`config.mk`:
```
export PLATFORM = sky130hd
export DESIGN_NAME = hbr_top
export DESIGN_NICKNAME = d
export VERILOG_FILES = /design/src/rtl/hbr_pkg.sv /design/src/rtl/hbr_xfer_fsm.sv /design/src/rtl/hbr_buf.sv /design/src/rtl/hbr_top.sv
export SDC_FILE = /design/constraint.sdc
export NUM_CORES = 1
export LEC_CHECK = 0
export BUFFER_PORTS_ARGS = -buffer_cell sky130_fd_sc_hd__buf_2
export CORE_MARGIN = 2
export CORE_UTILIZATION = 57
export DETAILED_ROUTE_END_ITERATION = 12
export PLACE_DENSITY = 0.78
export SYNTH_ARGS = -nofsm -noshare
export SYNTH_HDL_FRONTEND = slang
export SYNTH_SLANG_ARGS = --single-unit
export TNS_END_PERCENT = 50
```
`constraint.sdc`:
```
create_clock -name clk -period 2.3 [get_ports clk]
set_clock_uncertainty 0.15 [all_clocks]
set_input_delay 0.23 -clock clk [delete_from_list [all_inputs] [get_ports clk]]
set_output_delay 0.23 -clock clk [all_outputs]
set_load 0.02 [all_outputs]
```
`src/rtl/hbr_pkg.sv`:
```
package hbr_pkg;

    typedef enum logic [1:0] {
        XS_IDLE   = 2'd0,
        XS_LAUNCH = 2'd1,
        XS_WAIT   = 2'd2
    } xfer_state_e;

    localparam logic [7:0] OFS_CAP  = 8'h00;
    localparam logic [7:0] OFS_CTRL = 8'h01;
    localparam logic [7:0] OFS_HALF = 8'h04;
    localparam logic [7:0] OFS_HOLD = 8'h05;
    localparam logic [7:0] OFS_CMD  = 8'h06;
    localparam logic [7:0] OFS_DCNT = 8'h07;
    localparam logic [7:0] OFS_ACNT = 8'h08;
    localparam logic [7:0] OFS_STAT = 8'h09;
    localparam logic [7:0] OFS_BUF  = 8'h0A;

    // buffer depth selected by the size code advertised in capability
    function automatic int buf_depth(input int code);
        case (code)
            1:       return 72;
            2:       return 132;
            default: return 36;
        endcase
    endfunction

endpackage

```
`src/rtl/hbr_xfer_fsm.sv`:
```
module hbr_xfer_fsm
    import hbr_pkg::*;
(
    input  logic clk,
    input  logic rst_n,
    input  logic launch_req,
    input  logic soft_rst,
    input  logic eng_done,
    input  logic eng_nack,
    output logic eng_start,
    output logic busy,
    output logic wait_st,
    output logic done_acc,
    output logic nack_q
);

    xfer_state_e state_q, state_d;

    always_comb begin
        state_d = state_q;
        if (soft_rst) begin
            state_d = XS_IDLE;
        end else begin
            unique case (state_q)
                XS_IDLE:   if (launch_req) state_d = XS_LAUNCH;
                XS_LAUNCH: state_d = XS_WAIT;
                XS_WAIT:   if (eng_done) state_d = XS_IDLE;
                default:   state_d = XS_IDLE;
            endcase
        end
    end

    always_ff @(posedge clk or negedge rst_n) begin
        if (!rst_n) state_q <= XS_IDLE;
        else        state_q <= state_d;
    end

    always_comb begin
        eng_start = (state_q == XS_LAUNCH);
        busy      = (state_q != XS_IDLE);
        wait_st   = (state_q == XS_WAIT);
        done_acc  = wait_st && eng_done && !soft_rst;
    end

    always_ff @(posedge clk or negedge rst_n) begin
        if (!rst_n)          nack_q <= 1'b0;
        else if (soft_rst)   nack_q <= 1'b0;
        else if (done_acc)   nack_q <= eng_nack;
        else if (launch_req) nack_q <= 1'b0;
    end

endmodule

```
`src/rtl/hbr_buf.sv`:
```
module hbr_buf #(
    parameter int DEPTH = 36,
    parameter int IW    = 6
) (
    input  logic          clk,
    input  logic          rst_n,
    input  logic          h_we,
    input  logic [IW-1:0] h_idx,
    input  logic [7:0]    h_wdata,
    output logic [7:0]    h_rdata,
    input  logic          e_we,
    input  logic [IW-1:0] e_idx,
    input  logic [7:0]    e_wdata,
    output logic [7:0]    e_rdata
);

    logic [7:0] mem [DEPTH];

    for (genvar g = 0; g < DEPTH; g++) begin : g_byte
        always_ff @(posedge clk or negedge rst_n) begin
            if (!rst_n)
                mem[g] <= 8'h00;
            else if (h_we && (int'(h_idx) == g))
                mem[g] <= h_wdata;
            else if (e_we && (int'(e_idx) == g))
                mem[g] <= e_wdata;
        end
    end

    always_comb begin
        h_rdata = 8'h00;
        e_rdata = 8'h00;
        if (int'(h_idx) < DEPTH) h_rdata = mem[h_idx];
        if (int'(e_idx) < DEPTH) e_rdata = mem[e_idx];
    end

endmodule

```
`src/rtl/hbr_top.sv`:
```
module hbr_top
    import hbr_pkg::*;
#(
    parameter int         SIZE_CODE   = 0,
    parameter bit         BLK_SUPPORT = 1'b1,
    parameter logic [7:0] HALF_RST    = 8'h42,
    parameter int         IDX_W       = $clog2(buf_depth(SIZE_CODE))
) (
    input  logic             clk,
    input  logic             rst_n,
    input  logic             host_wr,
    input  logic             host_rd,
    input  logic [7:0]       host_addr,
    input  logic [7:0]       host_wdata,
    output logic [7:0]       host_rdata,
    output logic             eng_start,
    output logic             eng_abort,
    output logic [6:0]       eng_addr7,
    output logic             eng_rnw,
    output logic [2:0]       eng_addr_cnt,
    output logic [7:0]       eng_data_cnt,
    output logic             eng_blk,
    output logic [7:0]       eng_half_cyc,
    output logic [7:0]       eng_hold,
    input  logic             eng_done,
    input  logic             eng_nack,
    input  logic [7:0]       eng_blk_len,
    input  logic             eng_buf_we,
    input  logic [IDX_W-1:0] eng_buf_idx,
    input  logic [7:0]       eng_buf_wdata,
    output logic [7:0]       eng_buf_rdata
);

    localparam int         DEPTH   = buf_depth(SIZE_CODE);
    localparam logic [1:0] SZ_BITS = 2'(SIZE_CODE);
    localparam logic [7:0] CAP_VAL = {BLK_SUPPORT, SZ_BITS, 5'b0};

    logic       run_q;
    logic [7:0] half_q, hold_q, cmd_q, dcnt_q, acnt_q;
    logic       xfer_busy, wait_st, done_acc, nack_q;
    logic       soft_rst, launch_req, is_buf, hbuf_we, ebuf_we;
    logic [7:0] buf_off, hbuf_rdata, rd_mux, stat_byte;
    logic       wr_ctrl, wr_idle_ok;

    always_comb begin
        wr_ctrl    = host_wr && (host_addr == OFS_CTRL);
        soft_rst   = (wr_ctrl && !host_wdata[0]) || !run_q;
        wr_idle_ok = host_wr && !xfer_busy;
        launch_req = wr_idle_ok && run_q && (host_addr == OFS_CMD);
        buf_off    = host_addr - OFS_BUF;
        is_buf     = (host_addr >= OFS_BUF) && (int'(buf_off) < DEPTH);
        hbuf_we    = wr_idle_ok && is_buf;
        ebuf_we    = eng_buf_we && wait_st;
        stat_byte  = {3'b000, nack_q, 3'b000, !xfer_busy};
    end

    hbr_xfer_fsm u_fsm (
        .clk        (clk),
        .rst_n      (rst_n),
        .launch_req (launch_req),
        .soft_rst   (soft_rst),
        .eng_done   (eng_done),
        .eng_nack   (eng_nack),
        .eng_start  (eng_start),
        .busy       (xfer_busy),
        .wait_st    (wait_st),
        .done_acc   (done_acc),
        .nack_q     (nack_q)
    );

    hbr_buf #(.DEPTH(DEPTH), .IW(IDX_W)) u_buf (
        .clk     (clk),
        .rst_n   (rst_n),
        .h_we    (hbuf_we),
        .h_idx   (buf_off[IDX_W-1:0]),
        .h_wdata (host_wdata),
        .h_rdata (hbuf_rdata),
        .e_we    (ebuf_we),
        .e_idx   (eng_buf_idx),
        .e_wdata (eng_buf_wdata),
        .e_rdata (eng_buf_rdata)
    );

    // configuration registers, always writable
    always_ff @(posedge clk or negedge rst_n) begin
        if (!rst_n) begin
            run_q  <= 1'b1;
            half_q <= HALF_RST;
            hold_q <= 8'h00;
        end else if (host_wr) begin
            if (host_addr == OFS_CTRL) run_q  <= host_wdata[0];
            if (host_addr == OFS_HALF) half_q <= host_wdata;
            if (host_addr == OFS_HOLD) hold_q <= host_wdata;
        end
    end

    // transaction registers, writable only while idle
    always_ff @(posedge clk or negedge rst_n) begin
        if (!rst_n) begin
            cmd_q  <= 8'h00;
            dcnt_q <= 8'h00;
            acnt_q <= 8'h00;
        end else begin
            if (launch_req)
                cmd_q <= host_wdata;
            if (done_acc && !eng_nack && BLK_SUPPORT && acnt_q[7])
                dcnt_q <= eng_blk_len;
            else if (wr_idle_ok && host_addr == OFS_DCNT)
                dcnt_q <= host_wdata;
            if (wr_idle_ok && host_addr == OFS_ACNT)
                acnt_q <= {host_wdata[7] & BLK_SUPPORT, 4'b0000, host_wdata[2:0]};
        end
    end

    always_comb begin
        unique case (host_addr)
            OFS_CAP:  rd_mux = CAP_VAL;
            OFS_CTRL: rd_mux = {7'b0, run_q};
            OFS_HALF: rd_mux = half_q;
            OFS_HOLD: rd_mux = hold_q;
            OFS_CMD:  rd_mux = cmd_q;
            OFS_DCNT: rd_mux = dcnt_q;
            OFS_ACNT: rd_mux = acnt_q;
            OFS_STAT: rd_mux = stat_byte;
            default:  rd_mux = is_buf ? hbuf_rdata : 8'h00;
        endcase
    end

    always_ff @(posedge clk or negedge rst_n) begin
        if (!rst_n)       host_rdata <= 8'h00;
        else if (host_rd) host_rdata <= rd_mux;
    end

    always_comb begin
        eng_abort    = !run_q;
        eng_addr7    = cmd_q[7:1];
        eng_rnw      = cmd_q[0];
        eng_addr_cnt = acnt_q[2:0];
        eng_blk      = acnt_q[7];
        eng_data_cnt = dcnt_q;
        eng_half_cyc = half_q;
        eng_hold     = hold_q;
    end

endmodule

```
# After elaboration in Yosys (flattened, before gate mapping)
# Index checks and enable logic that the tools add are counted.
[op_classes]
n_addsub = 1
magnitude_cmp = 6
n_eq_ne = 81
n_mux = 91
bitwise_logic = 2
reduce_logical = 139
[op_table]
columns = ["operator", "n"]
rows = [
  ["$mux 8", 81],
  ["$eq 6x6->1 const B", 40],
  ["$bmux 8 s6", 2],
  ["$eq 6x5->1 const B", 16],
  ["$logic_and 1x1->1", 86],
  ["$reduce_bool 2->1", 38],
  ["$pmux 8 s8", 1],
  ["$eq 6x4->1 const B", 8],
  ["$eq 8x3->1 const B", 4],
  ["$eq 6x3->1 const B", 4],
  ["$eq 8x4->1 const B", 2],
  ["$ge 7x7->1 const B", 2],
  ["$not 6->7", 2],
  ["$eq 6x2->1 const B", 2],
  ["$logic_not 6->1", 2],
  ["$lt 6x6->1 const B", 2],
  ["$eq 8x1->1 const B", 1],
  ["$ge 8x4->1 const B", 1],
  ["$logic_not 8->1", 1],
  ["$lt 8x6->1 const B", 1],
  ["$reduce_and 2->1", 4],
  ["$sub 8x4->8 const B", 1],
  ["$mux 2", 3],
  ["$ne 3x2->1 const B", 2],
  ["8 further kinds", 14],
]
[totals]
register_bits = 336
input_bits = 45
output_inout_bits = 54

# Logic depth before layout (Yosys ltp)
[logic_depth]
depth_word = 9
mapped_depth = 13
depth_no_buf = 8

# Cells and area by module
# Synthesis repeated with hierarchy kept, for this count alone.
[unflattened]
hier_cells = 2047
area_unflattened_um2 = 21134.0
[modules_own_cells]
columns = ["module", "n_inst", "cells_each", "area_each_um2", "seq_area_each_um2"]
rows = [
  ["hbr_buf", 1, 1806, 18492.7, 7206.9],
  ["hbr_top", 1, 227, 2486.1, 1129.8],
  ["hbr_xfer_fsm", 1, 14, 155.1, 75.1],
]

# Least setup slack after synthesis
# OpenSTA, ideal clock, no wires.
[synth_path]
path_type = "input port to flip-flop"
from = "input host_addr[1]"
to = "register u_buf.mem[64] (netlist name)"
setup_ns = 0.125
t_arrival_ns = 2.909
setup_slack_ns = -0.884
path_stages = 10
n_path_buf = 2
cell_sequence = "clkbuf_1 > inv_2 > ha_1 > buf_4 > or3b_1 > a211o_1 > a21oi_4 > o2111ai_4 > nor2_8 > mux2_2"
[synth_via]
elab_chain_cells = 6
[synth_lines]
columns = ["item", "line_no", "rtl"]
rows = [
  ["start: declaration", "hbr_top.sv:13", "input logic [7:0] host_addr,"],
  ["$sub 8x4->8", "hbr_top.sv:50", "buf_off = host_addr - OFS_BUF;"],
  ["$lt 8x6->1", "hbr_top.sv:51", "is_buf = (host_addr >= OFS_BUF) && (int'(buf_off) < DEPTH);"],
  ["$logic_and 1x1->1", "hbr_top.sv:51", ""],
  ["$logic_and 1x1->1", "hbr_top.sv:52", "hbuf_we = wr_idle_ok && is_buf;"],
  ["$logic_and 1x1->1 (*)", "hbr_buf.sv:23", "else if (h_we && (int'(h_idx) == g))"],
  ["$mux 8 / $reduce_bool 2->1 (equally long branches)", "n/a", ""],
  ["end signal: indexed assignment", "hbr_buf.sv:24", "mem[g] <= h_wdata;"],
  ["end signal: indexed assignment", "hbr_buf.sv:26", "mem[g] <= e_wdata;"],
  ["end: declaration", "hbr_buf.sv:17", "logic [7:0] mem [DEPTH];"],
]
# Mark *: on every way between the ends. The rest lies on a longest branch, timed or not.
# A chain may end at the register's enable or synchronous reset.

# Worst setup path in the final report
[layout_path]
from = "register u_buf.mem[217] (netlist name)"
to = "output eng_buf_rdata[1]"
[layout_via]
elab_chain_cells = 4
[layout_lines]
columns = ["item", "line_no", "rtl"]
rows = [
  ["$bmux 8 s6", "hbr_buf.sv:34", "if (int'(e_idx) < DEPTH) e_rdata = mem[e_idx];"],
  ["$mux 8 (not written as such) (2 in a row)", "hbr_buf.sv:34", ""],
  ["$mux 8", "hbr_buf.sv:34", ""],
  ["end: declaration", "hbr_top.sv:31", "output logic [7:0] eng_buf_rdata"],
]
# No other way between the ends. The select of a mux whose other input is x is not followed.

==> flow_metrics.env <==
export IMPL_synth_area_leader_cell="sky130_fd_sc_hd__dfrtp_1"
export IMPL_timing_critical_path_slowest_stage_cell="sky130_fd_sc_hd__mux4_2"
export IMPL_worst_hold_startpoint="host_wdata[5]"
export IMPL_fin_cells=2688
export IMPL_worstSetupPathType="reg2out"
export IMPL_gr_max_usage_layer="met2"
export IMPL_gr_usage_all_layers_pct=41.2
export IMPL_floorplan_die_area_sq_mm=0.0387
export IMPL_synthMostInstantiatedCell="sky130_fd_sc_hd__dfrtp_1"
export IMPL_final_net_count=2238
export IMPL_timing_critical_path_to_type="primary output"
export IMPL_p_seq_share_pct=41.0
export IMPL_drt_pass1_iterations=6
export IMPL_yosys_area_top_type_share_pct=39.3
export IMPL_clock_power_share_pct=37.9
export IMPL_synthTopCellsByArea="sky130_fd_sc_hd__dfrtp_1, sky130_fd_sc_hd__mux4_2, sky130_fd_sc_hd__mux2i_1"
export IMPL_pin_count_of_the_biggest_net_entering_global_routing=64
export IMPL_grt_setup_unrepaired="yes"
export IMPL_pwr_share_comb_pct=21.1
export IMPL_r2r_worst_path_cells=6
export IMPL_startpoint_type_of_the_worst_setup_path="register"
export IMPL_p_total_mw=17.0
export IMPL_hold_path_class="in2reg"
export IMPL_numPortBuffers=98
export IMPL_run_status="finished with violations"
export IMPL_initial_core_util_pct=57.9
export IMPL_max_freq_ghz=0.344
export IMPL_clkSinkCount=336
export IMPL_totalNegativeSetupSlack_ps=-7210
export IMPL_num_rows=70
export IMPL_path_clk_slew_ps=70
export IMPL_worst_slew_pin_transition_ps=1020
export IMPL_power_internal_mw=12.0
export IMPL_post_drt_wl_per_cell_um=29.9
export IMPL_totalWireLength_mm=80.3
export IMPL_grt_use_met1_pct=52.0
export IMPL_synth_top_cells_by_count="sky130_fd_sc_hd__dfrtp_1, sky130_fd_sc_hd__mux2i_1, sky130_fd_sc_hd__nor2_1"
export IMPL_clock_tree_from_tritoncts="built"
export IMPL_netSwitchingPower_mw=5.03
export IMPL_wire_length_of_the_first_global_routing_pass_mm=119
export IMPL_cts_buffers_inserted=39
export IMPL_leakage_nw=12.0
export IMPL_timing_final_setup_violations=94
export IMPL_sequential_standard_cell_area_sq_mm=0.00841
export IMPL_synthArstFlopShare_pct=100
export IMPL_die_w_um=197
export IMPL_slew_violations=0
export IMPL_clockRootBuffer="sky130_fd_sc_hd__clkbuf_16"
export IMPL_gpl_final_weighted_congestion=1.05
export IMPL_post_route_worst_setup_slack_ps=-611
export IMPL_multi_input_comb_area_sq_mm=0.0128
export IMPL_power_density_cell_area_mw_per_mm2=630
export IMPL_postSynthNetCount=1929
export IMPL_dp_final_hpwl_mm=52.5
export IMPL_power_switching_share_pct=29.6
export IMPL_dp_slack_ps=-559
export IMPL_top_level_ports=99
export IMPL_insertion_delay_ps=580
export IMPL_timing_reg2reg_setup_slack_ps=-130
export IMPL_irDropWorstVdd_mv=0.574
export IMPL_worst_ep_arrival_time_ps=2530
export IMPL_grt_met2_usage_pct=63.4
export IMPL_fill_cells=2286
export IMPL_worstReg2RegStart="u_buf.mem[160]"
export IMPL_cell_variety_after_synth=69
export IMPL_number_of_placed_instances_taps_included=2555
export IMPL_required_ps=1920
export IMPL_overflow=0
export IMPL_critPathMaxFanout=2
export IMPL_maxCapViolCount=0
export IMPL_final_layout_size_suffix_gt1_share_pct=42.1
export IMPL_synth_edf_count=0
export IMPL_synth_area_per_cell_sq_um=11.3
export IMPL_fin_worst_hold_slack_ps=25.0
export IMPL_part_of_the_yosys_area_used_for_sequential_elements_pct=39.7
export IMPL_synth_top_flop_cell="sky130_fd_sc_hd__dfrtp_1"
export IMPL_cts_root_to_sink_buffers=3
export IMPL_min_to="u_buf.mem[141]"
export IMPL_crit_top_cell="sky130_fd_sc_hd__mux4_2"
export IMPL_vias_per_cell=7.10
export IMPL_worstHoldPathCells=3
export IMPL_grt_pass1_vias=19300
export IMPL_path_cells="mux4_2 > mux4_2 > a22oi_2 > o22ai_1 > buf_2"
export IMPL_grt_met3_usage_pct=12.2
export IMPL_synthToLayoutAreaGrowth_pct=27.3
export IMPL_ant_nets=0
export IMPL_max_slew_margin_pct=32.2
export IMPL_final_hold_viol_count=0
export IMPL_grt_antenna_before_repair=2
export IMPL_netlist_area_sq_mm=0.0212
export IMPL_yosys_warnings=0
export IMPL_ctsHtreeMaxLevel=2
export IMPL_final_period_minus_worst_setup_slack_ps=2910
export IMPL_synth_seq_cells=336
export IMPL_route_vias_total=19100
export IMPL_core_sq_mm=0.0366
export IMPL_floorplan_die_height_um=197
export IMPL_detail_route_drc_violations=0
export IMPL_critical_path_max_stage_delay_ps=570
export IMPL_violations="setup timing"
export IMPL_worst_r2r_endpoint="host_rdata[0]"
export IMPL_fin_crit_sh_pct=127
export IMPL_synthCells=1883
export IMPL_drt_first_iter_violations=2803
## metrics by stage
stage	util [%]	instance area (sq um)
2_1_floorplan	-	21500
3_3_place_gp	66.5	24300
3_5_place_dp	66.5	24300
4_1_cts	72.2	26400
5_1_grt	73.6	27000
6_report	73.6	27000
## critical path, delay by kind of cell, from the launching register on
| kind | cells | cell delay, ps |
|---|---|---|
| buf+inv | 1 | 170 |
| compound gates | 2 | 270 |
| flops | 1 | 400 |
| mux | 2 | 1100 |
## registers in the layout, summed over array words and instances, names as in the netlist
signal / count
u_fsm.state_q: 2
u_buf.mem: 288
eng_half_cyc: 8
eng_hold: 8
u_fsm.nack_q: 1
acnt_q: 4
run_q: 1
host_rdata: 8
eng_data_cnt: 8
cmd_q: 8
## power by group through the flow
stage	Sequential [mW]	Clock (mW)	Combinational, mW
after floorplan	6.89	0	1.88
after global placement	6.98	0	3.11
after detailed placement	7.02	0	3.20
after CTS	6.92	6.44	3.39
after global routing	6.99	6.71	3.73
final	6.97	6.43	3.58
## per-layer routing
| metal | up-vias | wire [um] |
|---|---|---|
| met3 | 366 | 10300 |
| li1 | 7661 | - |
| met2 | 1704 | 37200 |
| met4 | 2 | 5190 |
| met1 | 9345 | 27600 |
| met5 | - | 8 |
## area by class of cell
cell class / count / share of cell area [%]
multi-input cells: 1361 / 47.6
flip-flops and latches: 336 / 31.2
repair buffers: 437 / 13.9
clock buffers: 56 / 4.27
well taps: 468 / 2.17
clock inverters: 12 / 0.548
inverters: 17 / 0.292
diodes: 1 / 0.00928
## how the worst max path moves through the flow
stage	startpoint	endpoint	slack, ps
final	u_buf.mem[217]	eng_buf_rdata[1]	-610
after global routing	u_buf.mem[177]	eng_buf_rdata[1]	-630
after CTS	u_buf.mem[198]	eng_buf_rdata[6]	-580
after detailed placement	host_addr[0]	eng_data_cnt[7]	-560
after global placement	host_addr[2]	u_buf.mem[191]	-520
after floorplan	host_addr[1]	u_buf.mem[64]	-520
## logic make-up after synthesis
kind of cell	count (synthesis)	share of synthesized area, %
muxes	558	36.7
and+or+nand+nor	459	10.2
AOI/OAI and AO/OA	339	9.52
DFF	336	39.7
buffers and inverters	186	3.58
xor gates and xnor gates	4	0.201
adders and majority gates	1	0.0591
## placed cells by master, fill, tap and decap left out, types with 9 or more instances in the layout
cell / n
sky130_fd_sc_hd__buf_6: 35
sky130_fd_sc_hd__mux4_2: 160
sky130_fd_sc_hd__nand4_1: 15
sky130_fd_sc_hd__mux2i_2: 11
sky130_fd_sc_hd__mux2i_1: 230
sky130_fd_sc_hd__dlygate4sd3_1: 16
sky130_fd_sc_hd__a21o_1: 9
sky130_fd_sc_hd__dfrtp_1: 333
sky130_fd_sc_hd__mux2_4: 64
sky130_fd_sc_hd__o21ai_2: 14
sky130_fd_sc_hd__buf_4: 251
sky130_fd_sc_hd__nor2_2: 11
sky130_fd_sc_hd__nand2_1: 104
sky130_fd_sc_hd__o21ai_0: 36
sky130_fd_sc_hd__nor2_1: 189
sky130_fd_sc_hd__o21ai_1: 23
sky130_fd_sc_hd__buf_12: 37
sky130_fd_sc_hd__clkbuf_16: 42
sky130_fd_sc_hd__buf_2: 90
sky130_fd_sc_hd__nand3_1: 24
sky130_fd_sc_hd__nand2_2: 19
sky130_fd_sc_hd__a21oi_1: 176
sky130_fd_sc_hd__mux2_2: 92
sky130_fd_sc_hd__nand2_4: 10
## timing repair
action / 4_1_cts / 5_1_grt
pin swaps: 23 / 35
endpoints found under the hold margin: 353 / 0
endpoints found under the setup margin: 175 / 207
resized for setup: 94 / 152
buffers inserted: 44 / 5
hold buffers: 16 / 0
cloned: 4 / 2
(Power assumes the default switching activity.)
